$ cat config.mk
export PLATFORM = sky130hd
export DESIGN_NAME = cellcnt_top
export DESIGN_NICKNAME = d
export VERILOG_FILES = /design/src/rtl/cellcnt_pkg.sv /design/src/rtl/cellcnt_tally.sv /design/src/rtl/cellcnt_status.sv /design/src/rtl/cellcnt_regif.sv /design/src/rtl/cellcnt_top.sv
export SDC_FILE = /design/constraint.sdc
export NUM_CORES = 1
export LEC_CHECK = 0
export BUFFER_PORTS_ARGS = -buffer_cell sky130_fd_sc_hd__buf_4
export CAP_MARGIN = 20
export CORE_MARGIN = 3
export CORE_UTILIZATION = 50
export CTS_BUF_LIST = sky130_fd_sc_hd__clkbuf_4 sky130_fd_sc_hd__clkbuf_8
export DETAILED_ROUTE_END_ITERATION = 6
export PLACE_DENSITY = 0.68
export SLEW_MARGIN = 20
export SYNTH_ARGS = -nofsm -noshare
export SYNTH_HDL_FRONTEND = slang
export SYNTH_SLANG_ARGS = --single-unit
$ cat constraint.sdc
create_clock -name clk_i -period 4.6 [get_ports clk_i]
set_clock_uncertainty 0.05 [all_clocks]
set_input_delay 0.46 -clock clk_i [delete_from_list [all_inputs] [get_ports clk_i]]
set_output_delay 0.46 -clock clk_i [all_outputs]
set_load 0.02 [all_outputs]
$ cat src/rtl/cellcnt_pkg.sv
package cellcnt_pkg;

    typedef enum logic [1:0] {
        REG_TALLY  = 2'd0,
        REG_ENABLE = 2'd1,
        REG_STATUS = 2'd2,
        REG_NONE   = 2'd3
    } reg_kind_e;

    // Tallies sit at 0..nport-1, then the enable and the status register.
    function automatic reg_kind_e decode_addr(input int unsigned a, input int unsigned nport);
        if (a < nport) begin
            return REG_TALLY;
        end else if (a == nport) begin
            return REG_ENABLE;
        end else if (a == nport + 1) begin
            return REG_STATUS;
        end
        return REG_NONE;
    endfunction

endpackage

$ cat src/rtl/cellcnt_tally.sv
module cellcnt_tally #(
    parameter int CNT_W = 16
) (
    input  logic             clk_i,
    input  logic             rst_ni,
    input  logic             inc_i,
    input  logic             clr_i,
    input  logic             wrap_en_i,
    output logic [CNT_W-1:0] cnt_o,
    output logic             roll_o
);
    localparam logic [CNT_W-1:0] TOP = '1;

    logic [CNT_W-1:0] cnt_q;
    logic [CNT_W-1:0] cnt_d;
    logic             at_top;

    assign at_top = (cnt_q == TOP);

    always_comb begin
        cnt_d  = cnt_q;
        roll_o = 1'b0;
        if (clr_i) begin
            // A strobe landing with the clearing read still counts.
            cnt_d = inc_i ? CNT_W'(1) : '0;
        end else if (inc_i) begin
            if (!at_top) begin
                cnt_d = cnt_q + CNT_W'(1);
            end else if (wrap_en_i) begin
                cnt_d  = '0;
                roll_o = 1'b1;
            end
        end
    end

    always_ff @(posedge clk_i or negedge rst_ni) begin
        if (!rst_ni) begin
            cnt_q <= '0;
        end else begin
            cnt_q <= cnt_d;
        end
    end

    assign cnt_o = cnt_q;

    p_step_r2: assert property (@(posedge clk_i) disable iff (!rst_ni)
        (inc_i && !clr_i && !at_top) |=> (cnt_q == $past(cnt_q) + CNT_W'(1)));

    p_idle_hold_r2: assert property (@(posedge clk_i) disable iff (!rst_ni)
        (!inc_i && !clr_i) |=> $stable(cnt_q));

    p_saturate_r3: assert property (@(posedge clk_i) disable iff (!rst_ni)
        (inc_i && !clr_i && at_top && !wrap_en_i) |=> (cnt_q == TOP));

    p_wrap_zero_r4: assert property (@(posedge clk_i) disable iff (!rst_ni)
        (inc_i && !clr_i && at_top && wrap_en_i) |=> (cnt_q == '0));

    p_read_clear_r5: assert property (@(posedge clk_i) disable iff (!rst_ni)
        (clr_i && !inc_i) |=> (cnt_q == '0));

    p_clear_keeps_inc_r6: assert property (@(posedge clk_i) disable iff (!rst_ni)
        (clr_i && inc_i) |=> (cnt_q == CNT_W'(1)));

endmodule

$ cat src/rtl/cellcnt_status.sv
module cellcnt_status #(
    parameter int NPORT = 4
) (
    input  logic             clk_i,
    input  logic             rst_ni,
    input  logic [NPORT-1:0] roll_i,
    input  logic             clr_i,
    input  logic [NPORT-1:0] en_i,
    output logic [NPORT-1:0] st_o,
    output logic             irq_o
);
    logic [NPORT-1:0] st_q;

    for (genvar g = 0; g < NPORT; g++) begin : g_bit
        always_ff @(posedge clk_i or negedge rst_ni) begin
            if (!rst_ni) begin
                st_q[g] <= 1'b0;
            end else if (roll_i[g]) begin
                // A new rollover outranks a clearing read in the same cycle.
                st_q[g] <= 1'b1;
            end else if (clr_i) begin
                st_q[g] <= 1'b0;
            end
        end

        p_roll_sets_r8: assert property (@(posedge clk_i) disable iff (!rst_ni)
            roll_i[g] |=> st_q[g]);

        p_sticky_r7: assert property (@(posedge clk_i) disable iff (!rst_ni)
            (st_q[g] && !clr_i) |=> st_q[g]);
    end

    assign st_o  = st_q;
    assign irq_o = |(st_q & en_i);

    p_read_clear_r7: assert property (@(posedge clk_i) disable iff (!rst_ni)
        (clr_i && (roll_i == '0)) |=> (st_q == '0));

    p_irq_masked_r9: assert property (@(posedge clk_i) disable iff (!rst_ni)
        irq_o |-> ((en_i != '0) && (st_q != '0)));

endmodule

$ cat src/rtl/cellcnt_regif.sv
module cellcnt_regif
    import cellcnt_pkg::*;
#(
    parameter int NPORT  = 4,
    parameter int CNT_W  = 16,
    parameter int ADDR_W = 3
) (
    input  logic              clk_i,
    input  logic              rst_ni,
    input  logic              rd_en_i,
    input  logic              wr_en_i,
    input  logic [ADDR_W-1:0] addr_i,
    input  logic [NPORT-1:0]  wdata_i,
    input  logic [CNT_W-1:0]  cnt_i [NPORT],
    input  logic [NPORT-1:0]  st_i,
    output logic [NPORT-1:0]  en_o,
    output logic [NPORT-1:0]  clr_cnt_o,
    output logic              clr_st_o,
    output logic [CNT_W-1:0]  rdata_o
);
    localparam int PAD_W = CNT_W - NPORT;

    reg_kind_e        kind;
    logic [NPORT-1:0] en_q;
    logic [CNT_W-1:0] rd_mux;
    logic [CNT_W-1:0] rdata_q;
    logic             en_wr;

    assign kind  = decode_addr(32'(addr_i), NPORT);
    assign en_wr = wr_en_i && (kind == REG_ENABLE);

    always_comb begin
        rd_mux    = '0;
        clr_cnt_o = '0;
        clr_st_o  = 1'b0;
        unique case (kind)
            REG_TALLY: begin
                for (int i = 0; i < NPORT; i++) begin
                    if (32'(addr_i) == i) begin
                        rd_mux       = cnt_i[i];
                        clr_cnt_o[i] = rd_en_i;
                    end
                end
            end
            REG_ENABLE: rd_mux = {{PAD_W{1'b0}}, en_q};
            REG_STATUS: begin
                rd_mux   = {{PAD_W{1'b0}}, st_i};
                clr_st_o = rd_en_i;
            end
            REG_NONE:   rd_mux = '0;
        endcase
    end

    always_ff @(posedge clk_i or negedge rst_ni) begin
        if (!rst_ni) begin
            en_q    <= '0;
            rdata_q <= '0;
        end else begin
            if (en_wr) begin
                en_q <= wdata_i;
            end
            if (rd_en_i) begin
                rdata_q <= rd_mux;
            end
        end
    end

    assign en_o    = en_q;
    assign rdata_o = rdata_q;

    p_en_load_r10: assert property (@(posedge clk_i) disable iff (!rst_ni)
        (wr_en_i && kind == REG_ENABLE) |=> (en_q == $past(wdata_i)));

    p_en_hold_r10: assert property (@(posedge clk_i) disable iff (!rst_ni)
        !(wr_en_i && kind == REG_ENABLE) |=> $stable(en_q));

    p_one_clear_r5: assert property (@(posedge clk_i) disable iff (!rst_ni)
        $onehot0({clr_cnt_o, clr_st_o}));

    p_rdata_hold_r5: assert property (@(posedge clk_i) disable iff (!rst_ni)
        !rd_en_i |=> $stable(rdata_q));

endmodule

$ cat src/rtl/cellcnt_top.sv
module cellcnt_top #(
    parameter int NPORT  = 4,
    parameter int CNT_W  = 16,
    parameter int ADDR_W = 3
) (
    input  logic              clk_i,
    input  logic              rst_ni,
    input  logic [NPORT-1:0]  inc_i,
    input  logic              rd_en_i,
    input  logic              wr_en_i,
    input  logic [ADDR_W-1:0] addr_i,
    input  logic [NPORT-1:0]  wdata_i,
    output logic [CNT_W-1:0]  rdata_o,
    output logic              irq_o
);
    logic [CNT_W-1:0] cnt   [NPORT];
    logic [NPORT-1:0] roll;
    logic [NPORT-1:0] en;
    logic [NPORT-1:0] st;
    logic [NPORT-1:0] clr_cnt;
    logic             clr_st;

    for (genvar g = 0; g < NPORT; g++) begin : g_port
        cellcnt_tally #(.CNT_W(CNT_W)) u_tally (
            .clk_i     (clk_i),
            .rst_ni    (rst_ni),
            .inc_i     (inc_i[g]),
            .clr_i     (clr_cnt[g]),
            .wrap_en_i (en[g]),
            .cnt_o     (cnt[g]),
            .roll_o    (roll[g])
        );

        p_roll_needs_en_r3: assert property (@(posedge clk_i) disable iff (!rst_ni)
            (inc_i[g] && !en[g]) |=> !st[g] || $past(st[g]));
    end

    cellcnt_status #(.NPORT(NPORT)) u_status (
        .clk_i  (clk_i),
        .rst_ni (rst_ni),
        .roll_i (roll),
        .clr_i  (clr_st),
        .en_i   (en),
        .st_o   (st),
        .irq_o  (irq_o)
    );

    cellcnt_regif #(.NPORT(NPORT), .CNT_W(CNT_W), .ADDR_W(ADDR_W)) u_regif (
        .clk_i     (clk_i),
        .rst_ni    (rst_ni),
        .rd_en_i   (rd_en_i),
        .wr_en_i   (wr_en_i),
        .addr_i    (addr_i),
        .wdata_i   (wdata_i),
        .cnt_i     (cnt),
        .st_i      (st),
        .en_o      (en),
        .clr_cnt_o (clr_cnt),
        .clr_st_o  (clr_st),
        .rdata_o   (rdata_o)
    );

    initial begin
        p_map_fits_r10: assert (NPORT + 2 <= (1 << ADDR_W) && NPORT <= CNT_W);
    end

endmodule

==> results of run 1 <==
-- registers in the layout, indices dropped and copies added, names as in the netlist --
| register | flops |
|---|---|
| u_regif.en_o | 4 |
| u_regif.rdata_o | 16 |
| g_port.u_tally.cnt_o | 64 |
| u_status.st_o | 4 |
-- final cells by class --
type / count / area [um2] / share of cell area
multi-input combinational: 389 / 2749 / 0.4835
clock inverter: 3 / 17.52 / 0.003081
inverter: 39 / 146.4 / 0.02575
tap: 133 / 166.4 / 0.02927
timing repair buffer: 32 / 244.0 / 0.04291
sequential: 88 / 2202 / 0.3873
clock buffer: 13 / 160.2 / 0.02817
-- critical path: cells and delay by family (launching register included) --
| kind | cells | cell delay, ns |
|---|---|---|
| DFF | 1 | 0.47 |
| adders and majority gates | 1 | 0.23 |
| and+or+nand+nor | 5 | 1.59 |
-- cell usage in the layout, fill, tap and decap left out, types with 4 or more instances in the layout --
cell | netlist | routed
a21oi_1 | 33 | 33
a22oi_1 | 6 | 6
and2_1 | 5 | 5
and3_1 | 8 | 8
and4_1 | 9 | 9
buf_4 | 2 | 31
clkbuf_8 | 0 | 10
dfrtp_1 | 88 | 88
ha_1 | 4 | 4
inv_1 | 39 | 39
mux2_2 | 6 | 6
mux2i_1 | 5 | 5
mux4_2 | 15 | 15
nand2_1 | 44 | 44
nand3_1 | 21 | 21
nand4_1 | 17 | 17
nor2_1 | 47 | 47
nor3_1 | 11 | 11
o2111ai_1 | 5 | 5
o211ai_1 | 9 | 9
o21ai_0 | 19 | 19
o22ai_1 | 16 | 16
o2bb2ai_1 | 5 | 5
or3_1 | 10 | 10
or4_1 | 7 | 7
xor2_1 | 17 | 17
-- per-stage QoR --
stage / setup slack [ns] / total power, mW / util
6_report: 2.131 / 1.911 / 0.5711
2_1_floorplan: 2.627 / 1.260 / -
3_3_place_gp: 2.052 / 1.399 / 0.5529
3_5_place_dp: 1.991 / 1.411 / 0.5529
5_1_grt: 1.946 / 2.011 / 0.5711
4_1_cts: 2.152 / 1.911 / 0.5708
-- per-layer routing --
metal  part of all wire  track usage
met4              0.030       0.1073
met1               0.45       0.3561
met3              0.078      0.03642
met2               0.45       0.3646
met5                  0            0
-- report_power, final --
part	internal, mW	switching [mW]
Combinational	0.166	0.180
Clock	0.228	0.278
Sequential	0.865	0.195
Total	1.26	0.652
-- logic make-up after synthesis --
| family | synth area share |
|---|---|
| buf+inv | 0.05176 |
| xor+xnor | 0.03187 |
| simple gates | 0.2277 |
| compound gates | 0.1630 |
| fa+ha+maj | 0.009586 |
| flops | 0.4218 |
| mux | 0.09442 |
-- how the worst max path moves through the flow --
stage                                                start                                       to  slack, ns  cells past startpoint
finish              g_port[2].u_tally.cnt_o[0]$_DFFE_PN0P_   g_port[2].u_tally.cnt_o[8]$_DFFE_PN0P_       2.13                      6
global route        g_port[2].u_tally.cnt_o[0]$_DFFE_PN0P_   g_port[2].u_tally.cnt_o[6]$_DFFE_PN0P_       1.95                      6
CTS                 g_port[2].u_tally.cnt_o[0]$_DFFE_PN0P_   g_port[2].u_tally.cnt_o[8]$_DFFE_PN0P_       2.15                      6
detailed placement                               addr_i[0]  g_port[0].u_tally.cnt_o[15]$_DFFE_PN0P_       1.99                      6
global placement                                 addr_i[0]  g_port[0].u_tally.cnt_o[15]$_DFFE_PN0P_       2.05                      6
floorplan                                        addr_i[0]  g_port[0].u_tally.cnt_o[15]$_DFFE_PN0P_       2.63                      6
==> flow_summary.toml, run 1 <==
[status]
outcome = "complete, no violations"

[clock_tree]
htree_levels = 3
cts_hold_buffers = 0
cts.sinks = 88
cts_resized = 0
insertion_delay_ns = 0.37
clk_path_buf_depth = 2
clk_pin_slew_ns = 0.09
cts-root-buf = "clkbuf_8"
tritoncts = "built"
postCtsSetupRepairBufs = 0
cts_buffers = 9

[logic_synthesis]
synth_common_cells = "dfrtp_1, nor2_1, nand2_1, inv_1, a21oi_1"
syn_inst = 544
ys.flop_type = "dfrtp_1"
syn-cell-area_um2 = 5221
ys_ff_latch = 88
async_flop_share = 1.000
yosysTopAreaCellShare = 0.4218
synth.net_count = 563
synth_edf_count = 0
yosys_warnings = 0
synth_cell_types = 71
seq_area_frac_synth = 0.4218
syn_avg_cell_area_um2 = 9.598
synth_most_common_cell = "dfrtp_1"
synth_area_leaders = "dfrtp_1, mux4_2, nor2_1"
yosys.area.top_type = "dfrtp_1"

[placement]
port_buffers = 31
routabilityCongestion = 0.8660
placed_cells = 681
dpl-instance-area_um2 = 5504
dp_hpwl_um = 9849

[global_routing]
track_usage = 0.2448
grt_pass1_wl_um = 22070
grt_max_degree = 89
antenna_found_initial = 0
grt_pass1_vias = 4170
overflow = 0

[timing]
slew_headroom = 0.4227
worst_pin_slew_ns = 0.8636
period_minus_slack_ns = 2.469
period_share = 0.5367
rsz0062_at_grt = "false"
setup_viol = 0
hold_ws_ns = 0.08318
hold_violations = 0
slew_viol_final = 0
finalSetupTns_ns = 0
max_freq_ghz = 0.4050

[power]
pwr_density_cell_nw_per_um2 = 336.1
total_leakage_power_nw = 2.384
vdd_drop_max_v = 0.0001571

[floorplanning]
die_y_um = 108.2
io_pins = 32
die_w_um = 108.2
core_area_um2 = 9955
start_util = 0.5245
rows = 36
die_area_um2 = 11710

[worst_setup_path]
r2r-end = "g_port[2].u_tally.cnt_o[8]$_DFFE_PN0P_"
crit_path_cell_trace = "ha_1, and4_1, nand4_1, or2_2, nand2_1, nor2_1"
cp_max_fo = 16
cp.required_ns = 4.80
worstReg2RegStart = "g_port[2].u_tally.cnt_o[0]$_DFFE_PN0P_"
r2r_cells = 6
critPathCaptureType = "flip-flop"
worstPathArrival_ns = 2.67
crit_type = "flip-flop to flip-flop"
startpoint_type = "flip-flop"
reg2reg_slack_ns = 2.13
max_stage_delay_ns = 0.52
slowest_stage = "or2_2"

[run]
cap_violations = 0

[layout]
layout-drive-gt1-share = 0.1684
layout.cells.non_filler = 697
final_area_um2 = 5685
nFillCells = 870
area_delta_synth_final_pct = 8.890
diodes = 0
layout.nets = 578

[min_path]
hold_class = "input port to async pin"

[detailed_routing]
via_count = 4412
wl_per_cell_um = 19.52
drc = 0
antenna_left = 0
drt-total-wl_um = 13610
firstDrtPassIters = 5
viasPerCell = 6.330
drt-initial-drc-count = 361
Note: power is estimated with default switching activity, not from simulation.
==> run 2, diff against run 1 <==
- clock period: 4.6 -> 2.5 ns (I/O delays scaled with it)
==> run 2 against run 1 <==
- sequential share of layout area shrank 1.0 points
- non-clock buffer count is 12 higher
- setup slack worse by 1.8 ns
- global-route usage rose by 0.71 points
- utilization rose by 1.5 points
- cell area increased by 2.7%
- maximum frequency rose by 14%
- sequential power rose by 83%
- via count increased by 1.2%
- critical path depth is the same
- largest cell class unchanged
==> flow_summary.toml, run 2 (synthesis gave the netlist of run 1 again) <==
[status]
outcome = "complete, no violations"

[floorplanning]
die_y_um = 108.2
core_area_um2 = 9955
start_util = 0.5245
io_pins = 32
rows = 36
die_area_um2 = 11710
die_w_um = 108.2

[timing]
period_share = 0.8666
max_freq_ghz = 0.4615
hold_violations = 0
slew_viol_final = 0
worst_pin_slew_ns = 0.5841
setup_viol = 0
period_minus_slack_ns = 2.167
rsz0062_at_grt = "false"
finalSetupTns_ns = 0
slew_headroom = 0.6076

[global_routing]
grt_max_degree = 51
antenna_found_initial = 0
grt_pass1_wl_um = 22920
grt_pass1_vias = 4199
overflow = 0
track_usage = 0.2519

[layout]
area_delta_synth_final_pct = 11.79
layout.cells.non_filler = 709
diodes = 0
final_common_cell = "dfrtp_1"
nFillCells = 889
largest_reg_flops = 64
layout.nets = 590
final_cell_mix = "dfrtp_1, nor2_1, nand2_1"
fin_util = 0.5864
final_area_um2 = 5837
layout-drive-gt1-share = 0.1840

[power]
total_leakage_power_nw = 2.466
vdd_drop_max_v = 0.0003717
pwr_density_cell_nw_per_um2 = 639.5
total_power_mw = 3.732

[detailed_routing]
via_count = 4467
drc = 0
wl_per_cell_um = 19.54
antenna_left = 0
viasPerCell = 6.300
firstDrtPassIters = 4
drt-total-wl_um = 13860
drt-initial-drc-count = 304

[clock_tree]
insertion_delay_ns = 0.36
clk_path_buf_depth = 2
postCtsSetupRepairBufs = 0
tritoncts = "built"
cts_buffers = 9
cts_resized = 0
clk_pin_slew_ns = 0.10
htree_levels = 3
cts.sinks = 88
cts-root-buf = "clkbuf_8"
cts_hold_buffers = 1

[min_path]
hold_class = "input port to flip-flop"
holdPathStages = 3
min_to = "u_regif.en_o[1]$_DFFE_PN0P_"
holdCritStartpoint = "wdata_i[1]"

[placement]
routabilityCongestion = 0.9324
dp_hpwl_um = 10350
port_buffers = 31
dpl-instance-area_um2 = 5599
placed_cells = 692

[worst_setup_path]
r2r_cells = 6
worstReg2RegStart = "g_port[0].u_tally.cnt_o[0]$_DFFE_PN0P_"
reg2reg_slack_ns = 0.33
worstPathArrival_ns = 2.41
cp_max_fo = 9
r2r-end = "g_port[0].u_tally.cnt_o[12]$_DFFE_PN0P_"
cp.required_ns = 2.74
startpoint_type = "flip-flop"
critPathCaptureType = "flip-flop"
crit_type = "flip-flop to flip-flop"

[run]
cap_violations = 0
==> run 2: critical path, stage by stage, from the launching register on <==
cell and delay (ns):
dfrtp_1 0.44, ha_1 0.25, and4_1 0.23, nand4_2 0.19, o21ai_1 0.22, or4_1 0.57, a21oi_1 0.15
==> run 2: area by class of cell <==
class	count	area [um2]	share of cell area
clock buffers	10	137.6	0.02358
well taps	133	166.4	0.02851
inverters	39	146.4	0.02508
repair buffers	44	345.3	0.05916
flip-flops and latches	88	2202	0.3773
multi-input cells	389	2749	0.4710
clock inverters	6	90.09	0.01543
==> run 2: routing by layer <==
| layer | share of wire | wire length [um] | vias to the layer above | GRT usage |
|---|---|---|---|---|
| met5 | 0 | 0 | - | 0 |
| met4 | 0.014 | 197 | 0 | 0.06943 |
| met3 | 0.073 | 1014 | 19 | 0.05672 |
| met2 | 0.46 | 6435 | 171 | 0.3841 |
| met1 | 0.45 | 6208 | 2196 | 0.3640 |
| li1 | - | - | 2081 | - |
==> run 2: worst max-delay path by stage <==
stage | depth (start not counted) | start | slack, ns | to
2_1_floorplan | 6 | g_port[1].u_tally.cnt_o[0]$_DFFE_PN0P_ | 0.60 | g_port[1].u_tally.cnt_o[3]$_DFFE_PN0P_
4_1_cts | 6 | g_port[0].u_tally.cnt_o[0]$_DFFE_PN0P_ | 0.36 | g_port[0].u_tally.cnt_o[12]$_DFFE_PN0P_
3_5_place_dp | 6 | g_port[0].u_tally.cnt_o[0]$_DFFE_PN0P_ | 0.37 | g_port[0].u_tally.cnt_o[8]$_DFFE_PN0P_
6_report | 6 | g_port[0].u_tally.cnt_o[0]$_DFFE_PN0P_ | 0.33 | g_port[0].u_tally.cnt_o[12]$_DFFE_PN0P_
3_3_place_gp | 6 | g_port[1].u_tally.cnt_o[0]$_DFFE_PN0P_ | 0.41 | g_port[1].u_tally.cnt_o[3]$_DFFE_PN0P_
5_1_grt | 6 | g_port[2].u_tally.cnt_o[1]$_DFFE_PN0P_ | 0.19 | g_port[2].u_tally.cnt_o[11]$_DFFE_PN0P_
==> run 2: metrics by stage <==
step / hold WS [ns] / setup slack (ns)
5_1_grt: 0.06275 / 0.1875
6_report: 0.05520 / 0.3334
3_5_place_dp: 0.2094 / 0.3720
2_1_floorplan: -0.09559 / 0.6011
3_3_place_gp: 0.2074 / 0.4148
4_1_cts: 0.04346 / 0.3643
==> run 2: power breakdown <==
| group | total [mW] | internal [mW] | switching, mW | leakage [nW] |
|---|---|---|---|---|
| logic | 0.655 | 0.317 | 0.338 | 1.19 |
| registers | 1.94 | 1.59 | 0.350 | 1.16 |
| clock network | 1.14 | 0.596 | 0.539 | 0.113 |
==> run 3, diff against run 2 <==
- RECOVER_POWER: unset -> 100
==> run 3 against run 2 <==
- routed wire length is 0.36% higher
- worst hold slack got worse by 0.0014 ns
- clock power barely moved
- global-route usage unchanged
- sequential share of layout area is 0.93 points higher
- sequential cell count unchanged
- power decreased by 0.89%
- largest power group unchanged
- cell area shrank 2.4%
- sequential power is essentially flat
==> flow_summary.toml, run 3 (synthesis gave the netlist of run 1 again) <==
[timing]
setup_viol = 0
finalSetupTns_ns = 0
rsz0062_at_grt = "false"
period_share = 0.9107
worst_pin_slew_ns = 0.9905
period_minus_slack_ns = 2.277
slew_viol_final = 0
hold_violations = 0
max_freq_ghz = 0.4392
slew_headroom = 0.3397

[clock_tree]
cts_resized = 0
cts_buffers = 9
postCtsSetupRepairBufs = 0
tritoncts = "built"
cts_hold_buffers = 1
cts.sinks = 88
htree_levels = 3
clk_path_buf_depth = 2
cts-root-buf = "clkbuf_8"
clk_pin_slew_ns = 0.10
insertion_delay_ns = 0.36

[min_path]
hold_class = "input port to flip-flop"

[layout]
final_common_cell = "dfrtp_1"
final_cell_mix = "dfrtp_1, nor2_1, nand2_1"
nFillCells = 926
layout.nets = 590
area_delta_synth_final_pct = 9.106
layout-drive-gt1-share = 0.1302
diodes = 0
largest_reg_flops = 64

[placement]
routabilityCongestion = 0.9324
port_buffers = 31
dp_hpwl_um = 10350

[global_routing]
grt_pass1_vias = 4199
grt_pass1_wl_um = 22920
grt_max_degree = 51
track_usage = 0.2519
overflow = 0
antenna_found_initial = 0

[worst_setup_path]
worstPathArrival_ns = 2.47
startpoint_type = "flip-flop"
crit_path_cell_trace = "ha_1, and4_1, and4_1, a211oi_1, nand4_1, mux2_1"
critPathBufInv = 0
cp.required_ns = 2.69
critPathCaptureType = "flip-flop"
slowest_stage = "a211oi_1"
crit_top_cell = "and4_1"
max_stage_delay_ns = 0.44
cp_top_family = "simple AND/OR/NAND/NOR gates"
crit_type = "flip-flop to flip-flop"
cp_max_fo = 5

[floorplanning]
die_y_um = 108.2
start_util = 0.5245
io_pins = 32
core_area_um2 = 9955
rows = 36
die_w_um = 108.2
die_area_um2 = 11710

[detailed_routing]
wl_per_cell_um = 19.61
antenna_left = 0
drt-initial-drc-count = 334
drc = 0
via_count = 4497
viasPerCell = 6.343
drt-total-wl_um = 13910
firstDrtPassIters = 5

[status]
outcome = "complete, no violations"

[run]
cap_violations = 0

[power]
total_leakage_power_nw = 2.351
pwr_density_cell_nw_per_um2 = 649.4
total_power_mw = 3.699
vdd_drop_max_v = 0.0003733
==> run 3: changes by cell type in the layout (fill, tap and decap cells not counted), sizes merged <==
cell / change
clkbuf: +25
buf: -25
==> run 3: where the power goes <==
| part | leakage, nW | switching [mW] | internal [mW] |
|---|---|---|---|
| Combinational | 1.07 | 0.336 | 0.293 |
| Sequential | 1.16 | 0.344 | 1.59 |
| Clock | 0.113 | 0.538 | 0.596 |
==> run 3: cell type report <==
| class | instances | area [um2] | share of cell area |
|---|---|---|---|
| multi-input combinational | 389 | 2709 | 0.4755 |
| sequential | 88 | 2202 | 0.3866 |
| timing repair buffer | 44 | 245.2 | 0.04305 |
| tap | 133 | 166.4 | 0.02921 |
| inverter | 39 | 146.4 | 0.02570 |
| clock buffer | 10 | 137.6 | 0.02416 |
| clock inverter | 6 | 90.09 | 0.01581 |
==> run 3: metrics by stage <==
| step | instance area (um2) | worst slack, ns | util | cells | hold slack [ns] |
|---|---|---|---|---|---|
| final | 5697 | 0.2233 | 0.5723 | 709 | 0.05384 |
| after global routing | 5697 | 0.1120 | 0.5723 | 709 | 0.06286 |
| after CTS | 5837 | 0.3643 | 0.5864 | 709 | 0.04346 |
| after detailed placement | 5599 | 0.3720 | 0.5625 | 692 | 0.2094 |
| after global placement | 5599 | 0.4148 | 0.5625 | 692 | 0.2074 |
| after floorplan | 5221 | 0.6011 | - | 544 | -0.09559 |
==> run 3: worst min-delay path, delay by kind of cell <==
family,cells,cell delay [ns]
buf+inv,1,0.07
simple gates,1,0.03
compound gates,1,0.06
==> run 3: path summary, 6_finish.rpt <==
check,from,to,slack [ns],depth (start not counted)
max,g_port[0].u_tally.cnt_o[0]$_DFFE_PN0P_,g_port[0].u_tally.cnt_o[15]$_DFFE_PN0P_,0.22,6
min,wdata_i[1],u_regif.en_o[1]$_DFFE_PN0P_,0.05,3
max reg2reg,g_port[0].u_tally.cnt_o[0]$_DFFE_PN0P_,g_port[0].u_tally.cnt_o[15]$_DFFE_PN0P_,0.22,6
min reg2reg,u_regif.rdata_o[15]$_DFFE_PN0P_,u_regif.rdata_o[15]$_DFFE_PN0P_,0.48,2
max in group asynchronous,rst_ni,g_port[3].u_tally.cnt_o[11]$_DFFE_PN0P_,0.55,3
min in group asynchronous,rst_ni,g_port[0].u_tally.cnt_o[3]$_DFFE_PN0P_,0.53,2
==> run 3: metal layers <==
| layer | vias to the layer above | GRT usage | part of all wire |
|---|---|---|---|
| li1 | 2080 | - | - |
| met1 | 2191 | 0.3640 | 0.44 |
| met2 | 200 | 0.3841 | 0.45 |
| met3 | 26 | 0.05672 | 0.090 |
| met4 | 0 | 0.06943 | 0.020 |
| met5 | - | 0 | 0 |
